$ cat config.mk
export PLATFORM = sky130hd
export DESIGN_NAME = tokline_ctrl
export DESIGN_NICKNAME = d
export VERILOG_FILES = /design/src/rtl/tok_pkg.sv /design/src/rtl/tok_lookup.sv /design/src/rtl/tok_reqfsm.sv /design/src/rtl/tokline_ctrl.sv
export SDC_FILE = /design/constraint.sdc
export NUM_CORES = 1
export LEC_CHECK = 0
export BUFFER_PORTS_ARGS = -buffer_cell sky130_fd_sc_hd__buf_2
export CORE_AREA = 2 2 126 128
export CTS_CLUSTER_DIAMETER = 60
export CTS_CLUSTER_SIZE = 30
export DETAILED_ROUTE_END_ITERATION = 8
export DIE_AREA = 0 0 128 130
export PLACE_DENSITY = 0.79
export SLEW_MARGIN = 20
export SYNTH_ARGS = -nofsm -noshare
export SYNTH_HDL_FRONTEND = slang
export SYNTH_SLANG_ARGS = --single-unit
$ cat constraint.sdc
create_clock -name clk -period 4.2 [get_ports clk]
set_input_delay 0.21 -clock clk [delete_from_list [all_inputs] [get_ports clk]]
set_output_delay 0.21 -clock clk [all_outputs]
set_load 0.01 [all_outputs]
$ cat src/rtl/tok_pkg.sv
package tok_pkg;
  typedef enum logic [1:0] {
    LINE_I = 2'd0,
    LINE_S = 2'd1,
    LINE_M = 2'd2
  } line_st_e;

  typedef enum logic [1:0] {
    LR_IDLE = 2'd0,
    LR_WAIT = 2'd1,
    LR_PERS = 2'd2
  } lreq_st_e;
endpackage

$ cat src/rtl/tok_lookup.sv
module tok_lookup #(
  parameter int ENTRIES = 4,
  parameter int AW      = 8,
  parameter int IDXW    = 2
) (
  input  logic [ENTRIES-1:0][AW-1:0] tags,
  input  logic [ENTRIES-1:0]         live,
  input  logic [AW-1:0]              addr,
  output logic                       hit,
  output logic [IDXW-1:0]            idx
);
  always_comb begin
    hit = 1'b0;
    idx = '0;
    for (int i = ENTRIES - 1; i >= 0; i--) begin
      if (live[i] && (tags[i] == addr)) begin
        hit = 1'b1;
        idx = IDXW'(i);
      end
    end
  end
endmodule

$ cat src/rtl/tok_reqfsm.sv
module tok_reqfsm
  import tok_pkg::*;
#(
  parameter int TIMEOUT = 8,
  localparam int TW = $clog2(TIMEOUT + 1)
) (
  input  logic clk,
  input  logic rst_n,
  input  logic req,
  input  logic perm,
  output logic grant,
  output logic issue,
  output logic act,
  output logic deact,
  output logic in_pers
);
  lreq_st_e st_q, st_d;
  logic [TW-1:0] tmr_q, tmr_d;
  logic tmr_en;

  always_comb begin
    st_d   = st_q;
    tmr_d  = tmr_q;
    tmr_en = 1'b0;
    issue  = 1'b0;
    act    = 1'b0;
    deact  = 1'b0;
    grant  = req && perm;
    unique case (st_q)
      LR_IDLE: begin
        if (req && !perm) begin
          issue  = 1'b1;
          st_d   = LR_WAIT;
          tmr_d  = '0;
          tmr_en = 1'b1;
        end
      end
      LR_WAIT: begin
        if (!req || perm) begin
          st_d = LR_IDLE;
        end else if (tmr_q == TW'(TIMEOUT - 1)) begin
          act  = 1'b1;
          st_d = LR_PERS;
        end else begin
          tmr_d  = tmr_q + TW'(1);
          tmr_en = 1'b1;
        end
      end
      LR_PERS: begin
        if (!req || perm) begin
          deact = 1'b1;
          st_d  = LR_IDLE;
        end
      end
      default: st_d = LR_IDLE;
    endcase
  end

  assign in_pers = (st_q == LR_PERS);

  always_ff @(posedge clk or negedge rst_n) begin
    if (!rst_n) begin
      st_q  <= LR_IDLE;
      tmr_q <= '0;
    end else begin
      st_q <= st_d;
      if (tmr_en) tmr_q <= tmr_d;
    end
  end
endmodule

$ cat src/rtl/tokline_ctrl.sv
module tokline_ctrl
  import tok_pkg::*;
#(
  parameter int TOKENS  = 4,
  parameter int ENTRIES = 4,
  parameter int AW      = 8,
  parameter int NW      = 2,
  parameter int TIMEOUT = 8,
  parameter int HOME_ID = 0,
  localparam int CW   = $clog2(TOKENS + 1),
  localparam int IDXW = (ENTRIES > 1) ? $clog2(ENTRIES) : 1
) (
  input  logic          clk,
  input  logic          rst_n,
  input  logic          lreq_valid,
  input  logic          lreq_write,
  input  logic [AW-1:0] lreq_addr,
  output logic          lgrant,
  output logic          oreq_valid,
  output logic          oreq_write,
  output logic [AW-1:0] oreq_addr,
  input  logic          ireq_valid,
  input  logic          ireq_write,
  input  logic [AW-1:0] ireq_addr,
  input  logic [NW-1:0] ireq_src,
  input  logic          irsp_valid,
  input  logic [AW-1:0] irsp_addr,
  input  logic [CW-1:0] irsp_tokens,
  input  logic          irsp_owner,
  input  logic          irsp_data,
  input  logic          pact_valid,
  input  logic [AW-1:0] pact_addr,
  input  logic [NW-1:0] pact_src,
  input  logic          pdeact_valid,
  output logic          orsp_valid,
  output logic [AW-1:0] orsp_addr,
  output logic [NW-1:0] orsp_dest,
  output logic [CW-1:0] orsp_tokens,
  output logic          orsp_owner,
  output logic          orsp_data,
  output logic          opers_act,
  output logic          opers_deact,
  output logic [AW-1:0] opers_addr,
  input  logic [AW-1:0] st_addr,
  output logic [1:0]    st_state,
  output logic [CW-1:0] st_tokens,
  output logic          st_owner,
  output logic          st_valid
);
  localparam int NLK = 5;
  localparam int LK_LOC = 0;
  localparam int LK_REQ = 1;
  localparam int LK_RSP = 2;
  localparam int LK_PER = 3;
  localparam int LK_ST  = 4;

  // reset: asserted asynchronously, released after two clock edges
  logic rst_m, rst_q;
  always_ff @(posedge clk or negedge rst_n) begin
    if (!rst_n) begin
      rst_m <= 1'b0;
      rst_q <= 1'b0;
    end else begin
      rst_m <= 1'b1;
      rst_q <= rst_m;
    end
  end

  logic [ENTRIES-1:0][AW-1:0] tag_q, tag_d;
  logic [ENTRIES-1:0][CW-1:0] cnt_q, cnt_d;
  logic [ENTRIES-1:0]         own_q, own_d, val_q, val_d, wr_q, wr_d;
  logic [ENTRIES-1:0]         live;
  logic                       per_on_q, per_on_d;
  logic [AW-1:0]              per_addr_q, per_addr_d;
  logic [NW-1:0]              per_dst_q, per_dst_d;

  always_comb begin
    for (int i = 0; i < ENTRIES; i++) live[i] = (cnt_q[i] != '0);
  end

  // parallel associative lookups, one per address source
  logic [NLK-1:0][AW-1:0]   lk_addr;
  logic [NLK-1:0]           lk_hit;
  logic [NLK-1:0][IDXW-1:0] lk_idx;

  assign lk_addr[LK_LOC] = lreq_addr;
  assign lk_addr[LK_REQ] = ireq_addr;
  assign lk_addr[LK_RSP] = irsp_addr;
  assign lk_addr[LK_PER] = per_addr_q;
  assign lk_addr[LK_ST]  = st_addr;

  for (genvar g = 0; g < NLK; g++) begin : gen_lk
    tok_lookup #(.ENTRIES(ENTRIES), .AW(AW), .IDXW(IDXW)) u_lk (
      .tags (tag_q),
      .live (live),
      .addr (lk_addr[g]),
      .hit  (lk_hit[g]),
      .idx  (lk_idx[g])
    );
  end

  logic            l_hit, rq_hit, rsp_hit, per_hit, st_hit;
  logic [IDXW-1:0] l_idx, rq_idx, rsp_idx, per_idx, st_idx;
  assign l_hit   = lk_hit[LK_LOC];
  assign l_idx   = lk_idx[LK_LOC];
  assign rq_hit  = lk_hit[LK_REQ];
  assign rq_idx  = lk_idx[LK_REQ];
  assign rsp_hit = lk_hit[LK_RSP];
  assign rsp_idx = lk_idx[LK_RSP];
  assign per_hit = lk_hit[LK_PER];
  assign per_idx = lk_idx[LK_PER];
  assign st_hit  = lk_hit[LK_ST];
  assign st_idx  = lk_idx[LK_ST];

  // lowest free entry
  logic            free_any;
  logic [IDXW-1:0] free_idx;
  always_comb begin
    free_any = 1'b0;
    free_idx = '0;
    for (int i = ENTRIES - 1; i >= 0; i--) begin
      if (!live[i]) begin
        free_any = 1'b1;
        free_idx = IDXW'(i);
      end
    end
  end

  // local permission
  logic [CW-1:0] l_cnt;
  logic          l_val, pers_blk, perm, fsm_pers;
  assign l_cnt    = l_hit ? cnt_q[l_idx] : '0;
  assign l_val    = l_hit && val_q[l_idx];
  assign pers_blk = per_on_q && (per_addr_q == lreq_addr);
  assign perm     = l_hit && !pers_blk &&
                    (lreq_write ? (l_cnt == CW'(TOKENS)) : val_q[l_idx]);

  tok_reqfsm #(.TIMEOUT(TIMEOUT)) u_fsm (
    .clk     (clk),
    .rst_n   (rst_q),
    .req     (lreq_valid),
    .perm    (perm),
    .grant   (lgrant),
    .issue   (oreq_valid),
    .act     (opers_act),
    .deact   (opers_deact),
    .in_pers (fsm_pers)
  );

  assign oreq_write = lreq_write;
  assign oreq_addr  = lreq_addr;
  assign opers_addr = lreq_addr;

  // remote persistent request register
  always_comb begin
    per_on_d   = per_on_q;
    per_addr_d = per_addr_q;
    per_dst_d  = per_dst_q;
    if (pact_valid) begin
      per_on_d   = 1'b1;
      per_addr_d = pact_addr;
      per_dst_d  = pact_src;
    end else if (pdeact_valid) begin
      per_on_d = 1'b0;
    end
  end

  // table update and outgoing responses
  logic per_fwd, req_blk, tbl_en;
  assign per_fwd = per_on_q && per_hit;
  assign req_blk = (ireq_addr == lreq_addr) && (lgrant || fsm_pers);
  assign tbl_en  = irsp_valid || per_fwd || ireq_valid || lgrant;

  always_comb begin
    tag_d       = tag_q;
    cnt_d       = cnt_q;
    own_d       = own_q;
    val_d       = val_q;
    wr_d        = wr_q;
    orsp_valid  = 1'b0;
    orsp_addr   = '0;
    orsp_dest   = '0;
    orsp_tokens = '0;
    orsp_owner  = 1'b0;
    orsp_data   = 1'b0;
    if (irsp_valid) begin
      if (rsp_hit) begin
        cnt_d[rsp_idx] = cnt_q[rsp_idx] + irsp_tokens;
        own_d[rsp_idx] = own_q[rsp_idx] | irsp_owner;
        val_d[rsp_idx] = val_q[rsp_idx] | irsp_data;
      end else if (free_any) begin
        tag_d[free_idx] = irsp_addr;
        cnt_d[free_idx] = irsp_tokens;
        own_d[free_idx] = irsp_owner;
        val_d[free_idx] = irsp_data;
        wr_d[free_idx]  = 1'b0;
      end else begin
        orsp_valid  = 1'b1;
        orsp_addr   = irsp_addr;
        orsp_dest   = NW'(HOME_ID);
        orsp_tokens = irsp_tokens;
        orsp_owner  = irsp_owner;
        orsp_data   = irsp_data;
      end
    end else if (per_fwd) begin
      orsp_valid       = 1'b1;
      orsp_addr        = per_addr_q;
      orsp_dest        = per_dst_q;
      orsp_tokens      = cnt_q[per_idx];
      orsp_owner       = own_q[per_idx];
      orsp_data        = own_q[per_idx];
      cnt_d[per_idx]   = '0;
      own_d[per_idx]   = 1'b0;
      val_d[per_idx]   = 1'b0;
      wr_d[per_idx]    = 1'b0;
    end else if (ireq_valid && rq_hit && !req_blk) begin
      if (ireq_write || wr_q[rq_idx] ||
          (cnt_q[rq_idx] == CW'(1) && own_q[rq_idx])) begin
        orsp_valid     = 1'b1;
        orsp_addr      = ireq_addr;
        orsp_dest      = ireq_src;
        orsp_tokens    = cnt_q[rq_idx];
        orsp_owner     = own_q[rq_idx];
        orsp_data      = own_q[rq_idx];
        cnt_d[rq_idx]  = '0;
        own_d[rq_idx]  = 1'b0;
        val_d[rq_idx]  = 1'b0;
        wr_d[rq_idx]   = 1'b0;
      end else if (cnt_q[rq_idx] > CW'(1)) begin
        orsp_valid     = 1'b1;
        orsp_addr      = ireq_addr;
        orsp_dest      = ireq_src;
        orsp_tokens    = CW'(1);
        cnt_d[rq_idx]  = cnt_q[rq_idx] - CW'(1);
      end
    end
    if (lgrant && lreq_write) wr_d[l_idx] = 1'b1;
  end

  always_ff @(posedge clk or negedge rst_q) begin
    if (!rst_q) begin
      tag_q      <= '0;
      cnt_q      <= '0;
      own_q      <= '0;
      val_q      <= '0;
      wr_q       <= '0;
      per_on_q   <= 1'b0;
      per_addr_q <= '0;
      per_dst_q  <= '0;
    end else begin
      if (tbl_en) begin
        tag_q <= tag_d;
        cnt_q <= cnt_d;
        own_q <= own_d;
        val_q <= val_d;
        wr_q  <= wr_d;
      end
      if (pact_valid || pdeact_valid) begin
        per_on_q   <= per_on_d;
        per_addr_q <= per_addr_d;
        per_dst_q  <= per_dst_d;
      end
    end
  end

  // state report
  logic [CW-1:0] st_cnt;
  assign st_cnt    = st_hit ? cnt_q[st_idx] : '0;
  assign st_tokens = st_cnt;
  assign st_owner  = st_hit && own_q[st_idx];
  assign st_valid  = st_hit && val_q[st_idx];
  always_comb begin
    if (st_cnt == CW'(TOKENS))  st_state = LINE_M;
    else if (st_cnt != '0)      st_state = LINE_S;
    else                        st_state = LINE_I;
  end
endmodule

# After elaboration in Yosys (flattened, before gate mapping)
# Index checks and enable logic that the tools add are counted.
dict set report word_totals {
  ff_bits 75
  in_bits 58
  output_inout_bits 44
  word_cells 342
}
dict set report classes {
  add_sub_neg 3
  n_lt_le_gt_ge 12
  n_eq_ne 34
  mux 189
  n_bitwise 18
  reduce_logical 68
}
# op count
set op_table {}
lappend op_table {{$eq A8 B8 Y1} 22}
lappend op_table {{$mux W4} 22}
lappend op_table {{$mux W12} 7}
lappend op_table {{$mux W2} 34}
lappend op_table {{$mux W1} 67}
lappend op_table {{$mux W8} 8}
lappend op_table {{$mux W3} 17}
lappend op_table {{$logic_and A1 B1 Y1} 38}
lappend op_table {{$bwmux W12} 3}
lappend op_table {{$bwmux W32} 1}
lappend op_table {{$bmux W3 S2} 5}
lappend op_table {{$and A4 B4 Y4} 7}
lappend op_table {{$and A12 B12 Y12} 2}
lappend op_table {{$demux W3 S2} 4}
lappend op_table {{$not A12 Y12} 2}
lappend op_table {{$reduce_bool A3 Y1} 7}
lappend op_table {{$lt A2 B3 Y1 const B} 6}
lappend op_table {{$bmux W1 S2} 8}
lappend op_table {{$bwmux W4} 4}
lappend op_table {{$demux W8 S2} 1}
lappend op_table {{$not A4 Y4} 3}
lappend op_table {{$reduce_and A4 Y1} 3}
lappend op_table {{$demux W1 S2} 5}
lappend op_table {{$ge A2 B1 Y1 const B} 5}
lappend op_table {{26 further kinds} 43}

# Logic depth before layout (Yosys ltp)
dict set report depth {
  depth_word 22
  mapped_depth 18
  mapped_depth_nobuf 15
}

# Hierarchy
# From an unflattened synthesis, not the netlist that was laid out.
dict set report unflattened {
  cells_unflattened 854
  hier_area_um2 7870.0
}
# module instances cells_each area_each_um2 seq_area_each_um2
set by_module_without_submodules {}
lappend by_module_without_submodules {tokline_ctrl 1 499 4981.0 1726.7}
lappend by_module_without_submodules {tok_lookup 5 63 505.5 0.0}
lappend by_module_without_submodules {tok_reqfsm 1 40 361.6 150.1}

# Worst setup path before layout
# Ideal clock, no wire load.
dict set report synth_timing {
  kind {register to register}
  start {register cnt_q[0] (netlist name)}
  end {register cnt_q[11] (netlist name)}
  t_arrival_ns 3.907
  required_time_ns 4.096
  path_slack_ns 0.190
  path_stages_with_launch 19
  path_buffers 3
  period_less_slack_ns 4.010
  cell_sequence {dfrtp_1 buf_2 nor3_1 buf_2 nor3_1 and3_1 clkbuf_1 or4_1 o22ai_1 a211oi_1 ha_1 fa_1 xnor2_1 o21ai_0 mux2_2 o221a_2 o21ai_0 o21ai_0 o41ai_2}
}
dict set report synth_via {
  elab_chain_len 16
  word_cells_on_any_way 87
  cone_classes {add/sub: 2; order compare: 9; eq/ne: 3; mux: 42; bitwise: 4; reduce/logical: 27}
}
# item line_no
set synth_rtl {}
lappend synth_rtl {{start: declaration} tokline_ctrl.sv:70} ;# logic [ENTRIES-1:0][CW-1:0] cnt_q, cnt_d;
lappend synth_rtl {{start signal: assignment} tokline_ctrl.sv:253} ;# cnt_q <= cnt_d;
lappend synth_rtl {{$reduce_bool A3 Y1} tokline_ctrl.sv:78} ;# for (int i = 0; i < ENTRIES; i++) live[i] = (cnt_q[i] != '0);
lappend synth_rtl {{$logic_and A1 B1 Y1} tok_lookup.sv:16} ;# if (live[i] && (tags[i] == addr)) begin
lappend synth_rtl {{$mux W2} tok_lookup.sv:16}
lappend synth_rtl {{$bmux W3 S2} tokline_ctrl.sv:132} ;# assign l_cnt = l_hit ? cnt_q[l_idx] : '0;
lappend synth_rtl {{$mux W3 (not written as such)} tokline_ctrl.sv:132}
lappend synth_rtl {{$mux W3} tokline_ctrl.sv:132}
lappend synth_rtl {{$eq A3 B3 Y1} tokline_ctrl.sv:136} ;# (lreq_write ? (l_cnt == CW'(TOKENS)) : val_q[l_idx]);
lappend synth_rtl {{$mux W1} tokline_ctrl.sv:136}
lappend synth_rtl {{$logic_and A1 B1 Y1} tokline_ctrl.sv:135} ;# assign perm = l_hit && !pers_blk &&
lappend synth_rtl {{$logic_and A1 B1 Y1} tok_reqfsm.sv:28} ;# grant = req && perm;
lappend synth_rtl {{$logic_or A1 B1 Y1} tokline_ctrl.sv:171} ;# assign req_blk = (ireq_addr == lreq_addr) && (lgrant || fsm_pers);
lappend synth_rtl {{$logic_and A1 B1 Y1} tokline_ctrl.sv:171}
lappend synth_rtl {{$logic_not A1 Y1} tokline_ctrl.sv:216} ;# end else if (ireq_valid && rq_hit && !req_blk) begin
lappend synth_rtl {{$logic_and A1 B1 Y1} tokline_ctrl.sv:216}
lappend synth_rtl {{$reduce_bool A3 Y1 (no source line)} n/a}
lappend synth_rtl {{$reduce_and A4 Y1 (no source line)} n/a}
# Parallel ways exist; a longest one is shown, timed or not. The select of a mux whose other input is x is not followed.
# A chain may end at the register's enable or synchronous reset.

# Final worst setup path
dict set report layout_timing {
  start {register cnt_q[3] (netlist name)}
  end {output port orsp_addr[5]}
}
dict set report layout_via {
  elab_chain_len 18
  word_cells_on_any_way 53
  cone_classes {order compare: 1; eq/ne: 2; mux: 33; reduce/logical: 17}
}
# item line_no
set layout_rtl {}
lappend layout_rtl {{$reduce_bool A3 Y1} tokline_ctrl.sv:78}
lappend layout_rtl {{$logic_and A1 B1 Y1} tok_lookup.sv:16}
lappend layout_rtl {{$mux W2 (2 in a row)} tok_lookup.sv:16}
lappend layout_rtl {{$bmux W3 S2} tokline_ctrl.sv:132}
lappend layout_rtl {{$mux W3 (not written as such)} tokline_ctrl.sv:132}
lappend layout_rtl {{$mux W3} tokline_ctrl.sv:132}
lappend layout_rtl {{$eq A3 B3 Y1} tokline_ctrl.sv:136}
lappend layout_rtl {{$mux W1} tokline_ctrl.sv:136}
lappend layout_rtl {{$logic_and A1 B1 Y1} tokline_ctrl.sv:135}
lappend layout_rtl {{$logic_and A1 B1 Y1} tok_reqfsm.sv:28}
lappend layout_rtl {{$logic_or A1 B1 Y1} tokline_ctrl.sv:171}
lappend layout_rtl {{$logic_and A1 B1 Y1} tokline_ctrl.sv:171}
lappend layout_rtl {{$logic_not A1 Y1} tokline_ctrl.sv:216}
lappend layout_rtl {{$logic_and A1 B1 Y1} tokline_ctrl.sv:216}
lappend layout_rtl {{$mux W8} tokline_ctrl.sv:216}
lappend layout_rtl {{$mux W8} tokline_ctrl.sv:205} ;# end else if (per_fwd) begin
lappend layout_rtl {{$mux W8 (*)} tokline_ctrl.sv:186} ;# if (irsp_valid) begin
lappend layout_rtl {{end: declaration} tokline_ctrl.sv:36} ;# output logic [AW-1:0] orsp_addr,
# Mark *: on every way between the ends. The rest lies on a longest branch, timed or not. The select of a mux whose other input is x is not followed.

==> out/qor.txt <==
Mapped Area - 8040 um2
Seq/Total Area, Yosys - 0.233
cell chain of the critical path - buf_4 -> or3_1 -> nand3_1 -> nor3_2 -> or4_4 -> o221a_1 -> o211ai_2 -> o21a_4 -> and3_1 -> buf_4 -> nand2_1 -> nand2_1 -> buf_2
total length of routed wires - 32.0 mm
Leakage - 0.00395 uW
Critical Path RT - 3.99 ns
H-tree levels - 3
initial antenna violation count - 0
Max Clock Freq - 247 MHz
Max FO, Critical Path - 12
worst skew pair latency - 0.35 ns
Tmin final - 4.04 ns
DR vias/cell - 6.64
clk_skew - 0.0101 ns
Post-synth EDFFs - 0
Die Y - 130 um
Setup Fix Bufs, Post-CTS - 0
Finished Core Util - 0.593
number of distinct library cells after synthesis - 86
commonest non-fill, non-tap cells in the layout - xor2_1 (102), buf_2 (101), buf_4 (81)
CTS Root Cell - clkbuf_16
pin count of the biggest net entering global routing - 74
Post-synth ARST share - 1.00
Slew Limit Headroom - 0.401
Max IR drop VDD - 0.451 mV
post-place setup slack - 0.128 ns
CP startpoint kind - flip-flop
Finished Layout Cells - 1259
synthesized instance count - 990
fin nets - 1124
status - finished, final reports clean
Final Wtd Congestion - 1.07
CP peak stage delay - 0.55 ns
die span in x - 128 um
Fin. Hold Viols - 0
pwr dens - 617 nW/um2
Critical Path AT - 3.83 ns
full die area - 16600 um2
Avg Inst Size Synth - 8.12 um2
Final setup viols - 0
Synth warnings - 0
1st-iter DRT viols - 1039
CTS Buf Count - 9
min-delay worst type - in2reg
post-layout power - 5640 uW
clock buffer depth - 2
total core area - 15400 um2
post-DP HPWL - 24.5 mm
fillers - 1414
Max Cap Viol - 0
placed cells - 1240
final worst slack - 0.156 ns
clock sinks - 75
WL per Instance - 25.4 um
layout cell share with drive strength beyond 1 - 0.262
Routed Antenna Nets - 0
commonest non-fill, non-tap cell in the layout - xor2_1
Worst Tran Pin Value - 0.891 ns
number of global-route vias before repair - 8039
fin crit share - 0.963
Yosys reg bits - 75
overall routing resource usage - 0.386
Synth Flop Type - dfrtp_1
synthesis-to-finish area growth - 13.7%
Port Buffers - 101
element type at the critical path end - primary output
num ports - 102
1st-pass router iterations - 8
Cell Rows - 46
Syn Nets - 1053
via count - 8364
Slew Viols, Final - 0
CP Class - reg2out
Max stage delay cell, worst path - or4_4
CTS tree - yes
clock slew at reported path FFs - 0.07 ns
hold slack - 0.0502 ns
Residual DRC - 0
initial core utilization - 0.521
global-route wire length before repair - 47.9 mm
GR Overflow Total - 0
[metal layers]
layer	part of all wire	routed length [um]	track usage
met5	0	0	0
met4	0.065	2070	0.237
met3	0.11	3410	0.0865
met2	0.45	14300	0.611
met1	0.38	12300	0.482
[worst max-delay path: cells and delay by family (launching register included)]
| kind | cells | cell delay (ns) |
|---|---|---|
| compound gates | 3 | 0.79 |
| simple gates | 7 | 1.80 |
| flops | 1 | 0.38 |
| buf+inv | 3 | 0.51 |
[where the power goes]
part	switching (uW)	internal, uW	total [uW]	leakage, uW
Clock	367	407	774	0.000126
Sequential	382	989	1370	0.000912
Combinational	2050	1440	3490	0.00292
[kinds of logic (layout without fill, tap and decap cells)]
logic type,Yosys count,count (layout),share of synthesized area
simple gates,323,323,0.211
buf+inv,147,223,0.0878
flops,75,75,0.233
other cells,1,2,0.000466
compound gates,206,206,0.189
fa+ha+maj,5,5,0.00871
xor+xnor,178,178,0.194
mux,55,55,0.0762
[worst paths after layout]
kind | from | endpoint | depth (start not counted) | slack, ns
max in group asynchronous | rst_q | own_q[3] | 1 | 3.35
worst min-delay path | pdeact_valid | per_on_q | 2 | 0.05
worst min register to register | rst_q | per_addr_q[0] | 0 | 0.24
worst max-delay path | cnt_q[3] | orsp_addr[5] | 13 | 0.16
min in group asynchronous | rst_n | rst_q | 2 | 0.18
worst max register to register | tag_q[23] | cnt_q[8] | 15 | 0.17
[registers in the layout (all words and copies together) (netlist names), 2 cells and up]
register,count
per_addr_q,8
per_dst_q,2
cnt_q,12
wr_q,4
tag_q,32
val_q,4
u_fsm.tmr_q,4
own_q,4
u_fsm.st_q,2
[stage by stage]
step                      TNS (ns)  instance area, um2
after CTS                        0                9070
after detailed placement         0                8780
after floorplan                  0                8040
after global placement           0                8780
after global routing        -0.139                9140
final                            0                9140
[Yosys cell counts (4+ instances only)]
library cell	instances	area (um2)
buf_6	4	45.0
nor2b_1	5	31.3
nor3_2	5	50.1
nor2_1	60	225
ha_1	4	50.1
a41oi_1	4	35.0
clkbuf_1	55	206
xor2_1	102	893
buf_2	46	230
a21oi_1	23	115
nand2_1	80	300
inv_1	23	86.3
o2bb2ai_1	4	35.0
o221ai_1	4	35.0
a211oi_1	10	75.1
mux2_2	44	495
o31ai_1	11	82.6
a221oi_1	8	70.1
a22oi_1	17	128
xnor2_1	76	666
nand4_1	31	194
buf_4	17	128
a221o_1	5	50.1
or3_1	13	81.3
nand3_1	31	155
and4_1	5	43.8
and2_1	4	25.0
a21o_1	4	30.0
o21ai_0	31	155
nor3_1	26	130
nor4_1	22	138
nand2b_1	7	43.8
dfrtp_1	75	1880
o211ai_1	6	45.0
and3_1	15	93.8
mux2i_1	8	80.1
a31oi_1	26	163
o311ai_0	4	35.0
[layout make-up]
class	instances	area (um2)	share of cell area
antenna	1	2.50	0.000274
clock buffer	10	229	0.0250
clock inverter	6	48.8	0.00534
inverter	23	86.3	0.00944
multi-input combinational	768	5500	0.602
sequential	75	1880	0.206
tap	192	240	0.0263
timing repair buffer	184	1150	0.126
[what timing repair did]
action	4_1_cts	5_1_grt
resized for setup	0	9
endpoints found under the setup margin	0	14
hold buffers	1	0
hold endpoints to repair	2	0
No activity file was read; power rests on OpenSTA's default activity.
